==> config.mk <==
export PLATFORM = sky130hd
export DESIGN_NAME = lin_cksum_sched
export DESIGN_NICKNAME = d
export VERILOG_FILES = /design/src/rtl/lin_ck_pkg.sv /design/src/rtl/ck_req_ctrl.sv /design/src/rtl/ck_byte_sel.sv /design/src/rtl/ck_sum_acc.sv /design/src/rtl/lin_cksum_sched.sv
export SDC_FILE = /design/constraint.sdc
export NUM_CORES = 1
export LEC_CHECK = 0
export BUFFER_PORTS_ARGS = -buffer_cell sky130_fd_sc_hd__buf_2
export CORE_MARGIN = 2
export CORE_UTILIZATION = 51
export CTS_BUF_LIST = sky130_fd_sc_hd__clkbuf_16
export DETAILED_ROUTE_END_ITERATION = 6
export HOLD_SLACK_MARGIN = 0.03
export PLACE_DENSITY_LB_ADDON = 0.2
export SLEW_MARGIN = 20
export SYNTH_ARGS = -nofsm -noshare
export SYNTH_HDL_FRONTEND = slang
export SYNTH_SLANG_ARGS = --single-unit
export TNS_END_PERCENT = 10
==> constraint.sdc <==
create_clock -name clk -period 4.2 [get_ports clk]
set_input_delay 0.42 -clock clk [delete_from_list [all_inputs] [get_ports clk]]
set_output_delay 0.42 -clock clk [all_outputs]
set_load 0.01 [all_outputs]
==> src/rtl/lin_ck_pkg.sv <==
package lin_ck_pkg;
  localparam int BYTE_W = 8;
  localparam int CNT_FIELD_W = 3;
  localparam logic [BYTE_W-1:0] CK_PASS = {BYTE_W{1'b1}};

  // 8-bit addition with end-around carry
  function automatic logic [BYTE_W-1:0] ck_add(input logic [BYTE_W-1:0] a,
                                               input logic [BYTE_W-1:0] b);
    logic [BYTE_W:0] s;
    s = {1'b0, a} + {1'b0, b};
    return s[BYTE_W-1:0] + {{(BYTE_W-1){1'b0}}, s[BYTE_W]};
  endfunction
endpackage

==> src/rtl/ck_req_ctrl.sv <==
module ck_req_ctrl (
  input  logic clk,
  input  logic rst_n,
  input  logic lin_mode,
  input  logic req_set,
  input  logic req_clr,
  input  logic frame_idle,
  input  logic ck_fire,
  output logic req,
  output logic idle_arm
);
  always_ff @(posedge clk) begin
    if (!rst_n) begin
      req      <= 1'b0;
      idle_arm <= 1'b0;
    end else if (req_clr) begin
      req <= 1'b0;
    end else if (req_set && lin_mode) begin
      req      <= 1'b1;
      idle_arm <= frame_idle;
    end else if (ck_fire) begin
      req <= 1'b0;
    end
  end


  ignore_off_lin_chk: assert property (@(posedge clk) disable iff (!rst_n)
    (req_set && !lin_mode && !req) |=> !req);

  clr_drops_req_chk: assert property (@(posedge clk) disable iff (!rst_n)
    req_clr |=> !req);
endmodule

==> src/rtl/ck_byte_sel.sv <==
module ck_byte_sel #(
  parameter int CNT_FIELD_W = 3
) (
  input  logic                   clk,
  input  logic                   rst_n,
  input  logic                   fire,
  input  logic                   frm_start,
  input  logic                   req,
  input  logic                   idle_arm,
  input  logic                   req_clr,
  input  logic                   multi_buf,
  input  logic [CNT_FIELD_W-1:0] data_cnt,
  output logic                   ck_fire,
  output logic                   data_fire
);
  localparam int CW = CNT_FIELD_W + 1;
  localparam logic [CW-1:0] CMAX = CW'(1 << CNT_FIELD_W);

  logic [CW-1:0] cnt;
  logic [CW-1:0] target;
  logic          cand;

  assign target    = {1'b0, data_cnt} + CW'(1);
  assign cand      = fire && req && (!multi_buf || idle_arm || (cnt >= target));
  assign ck_fire   = cand && !req_clr;
  assign data_fire = fire && !cand;

  always_ff @(posedge clk) begin
    if (!rst_n)                        cnt <= '0;
    else if (frm_start || ck_fire)     cnt <= '0;
    else if (data_fire && cnt < CMAX)  cnt <= cnt + CW'(1);
  end


  cnt_bound_chk: assert property (@(posedge clk) disable iff (!rst_n)
    cnt <= CMAX);

  cnt_restart_chk: assert property (@(posedge clk) disable iff (!rst_n)
    (frm_start || ck_fire) |=> cnt == '0);
endmodule

==> src/rtl/ck_sum_acc.sv <==
module ck_sum_acc
  import lin_ck_pkg::*;
(
  input  logic              clk,
  input  logic              rst_n,
  input  logic              frm_start,
  input  logic              pid_incl,
  input  logic [BYTE_W-1:0] pid_data,
  input  logic              data_fire,
  input  logic              ck_fire,
  input  logic [BYTE_W-1:0] rx_data,
  output logic              match
);
  logic [BYTE_W-1:0] sum;

  assign match = (ck_add(sum, rx_data) == CK_PASS);

  always_ff @(posedge clk) begin
    if (!rst_n)         sum <= '0;
    else if (frm_start) sum <= pid_incl ? pid_data : '0;
    else if (ck_fire)   sum <= '0;
    else if (data_fire) sum <= ck_add(sum, rx_data);
  end


  sum_restart_chk: assert property (@(posedge clk) disable iff (!rst_n)
    (ck_fire && !frm_start) |=> sum == '0);
endmodule

==> src/rtl/lin_cksum_sched.sv <==
module lin_cksum_sched
  import lin_ck_pkg::*;
#(
  parameter int CNT_FIELD_WP = CNT_FIELD_W
) (
  input  logic                    clk,
  input  logic                    rst_n,
  input  logic                    lin_mode,
  input  logic                    multi_buf,
  input  logic [CNT_FIELD_WP-1:0] data_cnt,
  input  logic                    frame_idle,
  input  logic                    frm_start,
  input  logic                    pid_incl,
  input  logic [BYTE_W-1:0]       pid_data,
  input  logic                    req_set,
  input  logic                    req_clr,
  input  logic                    err_clr,
  input  logic                    rx_valid,
  output logic                    rx_ready,
  input  logic [BYTE_W-1:0]       rx_data,
  output logic                    cmp_done,
  output logic                    ck_err,
  output logic                    req_rb
);
  logic fire, ck_fire, data_fire, idle_arm, match;

  assign fire = rx_valid && rx_ready;

  ck_req_ctrl u_req (
    .clk(clk), .rst_n(rst_n), .lin_mode(lin_mode), .req_set(req_set),
    .req_clr(req_clr), .frame_idle(frame_idle), .ck_fire(ck_fire),
    .req(req_rb), .idle_arm(idle_arm)
  );

  ck_byte_sel #(.CNT_FIELD_W(CNT_FIELD_WP)) u_sel (
    .clk(clk), .rst_n(rst_n), .fire(fire), .frm_start(frm_start),
    .req(req_rb), .idle_arm(idle_arm), .req_clr(req_clr),
    .multi_buf(multi_buf), .data_cnt(data_cnt),
    .ck_fire(ck_fire), .data_fire(data_fire)
  );

  ck_sum_acc u_sum (
    .clk(clk), .rst_n(rst_n), .frm_start(frm_start), .pid_incl(pid_incl),
    .pid_data(pid_data), .data_fire(data_fire), .ck_fire(ck_fire),
    .rx_data(rx_data), .match(match)
  );

  always_ff @(posedge clk) begin
    if (!rst_n) begin
      rx_ready <= 1'b0;
      cmp_done <= 1'b0;
      ck_err   <= 1'b0;
    end else begin
      rx_ready <= 1'b1;
      cmp_done <= ck_fire;
      if (ck_fire && !match) ck_err <= 1'b1;
      else if (err_clr)      ck_err <= 1'b0;
    end
  end


  err_sticky_chk: assert property (@(posedge clk) disable iff (!rst_n)
    (ck_err && !err_clr) |=> ck_err);

  done_needs_req_chk: assert property (@(posedge clk) disable iff (!rst_n)
    cmp_done |-> $past(req_rb));

  done_clears_req_chk: assert property (@(posedge clk) disable iff (!rst_n)
    (cmp_done && !$past(req_set)) |-> !req_rb);

  clr_no_done_chk: assert property (@(posedge clk) disable iff (!rst_n)
    req_clr |=> !cmp_done);
endmodule

==> flow_summary.toml <==
[finish]
drive_gt1_share_pct = 19.7
antennaDiodeCount = 0
fillers = 227
postLayoutCoreUtil_pct = 65.4
final_area_mm2 = 0.00164
fin_nets = 252
area_delta_synth_final_pct = 19.8

[synthesis]
synth_top_family_by_area = "compound AO/OA/AOI/OAI gates"
ys_warn_count = 0
synth_xor_area_share_pct = 8.34
synth_fa_ha_area_share_pct = 17.0
postSynthAreaPerCell_um2 = 8.08
ys_types = 38
yosys_register_bits = 17
netlist_instances = 169
synthFlopType = "dfxtp_1"
synth_compound_area_share_pct = 25.6
async_flop_share_pct = 0
yosys.area.top_type = "dfxtp_1"
yosys.area_share.simple_pct = 19.1
ys_top_cells_by_area = "dfxtp_1 (25%), ha_1 (16%), o21ai_0 (7.0%)"
yosysSeqAreaShare_pct = 24.9
synth_area_mm2 = 0.00137
yosysTopAreaCellShare_pct = 24.9
synthesis.nets = 217
synth-edff-count = 0
synthMuxAreaShare_pct = 2.29
synth_most_common_cell = "o21ai_0"
synthTopCellsByCount = "o21ai_0 (19), a21oi_1 (18), dfxtp_1 (17), ha_1 (17), nand2_1 (17)"

[sta]
finalClockSkew_ns = 0.00158
tightest_slew_ns = 0.797
max_slew_margin_pct = 46.5
fin_setup_tns_ns = 0
finalHoldViolCount = 0
fmax_mhz = 313
setup_violations = 0
rsz0062_at_grt = "no"
setup_slack_ns = 1.01
drv_slew = 0
period_needed_ns = 3.19
fin_crit_sh_pct = 76.0

[worst_setup_path]
critPathMaxFanout = 3
critPathArrivalTime_ns = 3.37
cp_slowest_cell = "fa_1"
critPathRequiredTime_ns = 4.38
critical_path.max_stage_delay_ns = 0.42
worstPathCellList = "ha_1 > fa_1 > a211o_1 > a211o_1 > a21oi_1 > o21bai_1 > ha_1 > ha_1 > nand2_1 > nor3b_1 > mux2_2 > a221o_1 > o211ai_2"
cp-end-kind = "flop"
cp_common_cell = "ha_1"
r2r_slack_ns = 1.01
critPathLaunchType = "flop"
critical_path_class = "flop to flop"

[route]
finalWirelength_um = 3200
first_iter_violations = 30
detail_route.first_pass.iterations = 4
vias = 1311
detail-route-antenna-nets = 0
wire_per_inst_um = 13.7
drcViolationCount = 0
via_per_inst = 5.63

[clocking]
clk_path_buf_depth = 2
cts_tree = "yes"
clock_latency_ns = 0.25
cts_htree_levels = 1
ctsHoldBuffers = 0
cts.sinks = 17
cts_root_buffer = "clkbuf_16"
cts.repair.resized = 0
post-cts-setup-buffers = 0
clk_pin_slew_ns = 0.05
cts_buffers = 3

[grt]
first_global_vias = 1248
grt_usage_pct = 21.6
grt_max_degree = 15
grt_pass1_wl_um = 5490
antenna_found_initial = 0
grt.overflow.total = 0

[placement]
port_buffers = 33
place_ws_ns = 0.794
dpl_cell_area_mm2 = 0.00156
gp_congestion = 0.854
post-dp-hpwl_um = 2510

[die]
fp.dieW_um = 55.7
row_count = 18
die_area_mm2 = 0.00311
ios = 34
coreArea_mm2 = 0.00250
start_util_pct = 54.6
die_y_um = 55.7

[run]
cap_violations = 0

[power]
peakVddDrop_mv = 0.207
power_uw = 520
power.density_mw_per_mm2 = 318
p_leak_uw = 0.000772

[min_path]
hold_path.class = "input pin to flop"

[status]
status = "finished clean"
metal layers:
metal / routed length (µm) / up-vias / share of wire, % / track usage [%]
li1: - / 681 / - / -
met1: 1520 / 589 / 48 / 27.2
met2: 1450 / 36 / 45 / 37.4
met3: 208 / 5 / 6.5 / 4.19
met4: 20 / 0 / 0.62 / 5.57
met5: 0 / - / 0 / 0
through the flow:
step	instances	hold slack [ns]
5_1_grt	233	0.433
6_report	233	0.405
3_3_place_gp	229	0.505
2_1_floorplan	169	0.448
3_5_place_dp	229	0.520
4_1_cts	233	0.413
placed cells by master (no fill, tap or decap), types with 2 or more instances in the layout:
cell,count
clkbuf_16,3
dfxtp_1,17
a211o_1,2
a21o_1,3
nand3_1,7
ha_1,17
o21ai_0,18
mux2i_1,2
o21a_1,3
nor2_1,12
nor3b_1,3
a21oi_1,18
o21bai_1,2
nand2_1,17
xor2_1,5
nor3_1,3
xnor2_1,8
inv_1,8
buf_2,33
nand2b_1,3
registers in the layout (all words and copies together) (netlist names):
signal and count:
u_req.idle_arm 1, u_sum.sum 8, cmp_done 1, ck_err 1
u_sel.cnt 4, u_req.req 1, rx_ready 1
power breakdown:
part           leakage, µW  internal, µW  switching, µW
registers         0.000139           169           5.69
clock network    0.0000423           127           66.5
logic             0.000591          66.9           84.7
total             0.000772           363            157
worst max-delay path, delay by kind of cell, from the launching register on:
family	cells	cell delay, ns
compound gates	6	1.33
flops	1	0.31
mux	1	0.28
fa+ha+maj	4	1.03
simple gates	2	0.18
kinds of logic after synthesis:
family,Yosys count
buffers and inverters,10
flip-flops,17
AND/OR/NAND/NOR,53
XOR/XNOR,13
AO/OA/AOI/OAI,55
adder cells (fa/ha/maj),18
multiplexers,3
final timing paths:
path,from,to,cells after the start
max reg2reg,u_sum.sum[0]$_SDFFE_PN0P_,ck_err$_SDFFE_PN0P_,13
min,pid_data[5],u_sum.sum[5]$_SDFFE_PN0P_,3
max,u_sum.sum[0]$_SDFFE_PN0P_,ck_err$_SDFFE_PN0P_,13
min reg2reg,u_req.idle_arm$_SDFFE_PN0P_,u_req.idle_arm$_SDFFE_PN0P_,2
cell type report:
class	instances	area (µm²)	area share [%]
clock buffer	3	75.1	4.59
clock inverter	1	3.75	0.230
inverter	7	26.3	1.61
multi-input combinational	142	987	60.4
sequential	17	340	20.8
tap	30	37.5	2.30
timing repair buffer	33	165	10.1
No activity file was read; power rests on OpenSTA's default activity.
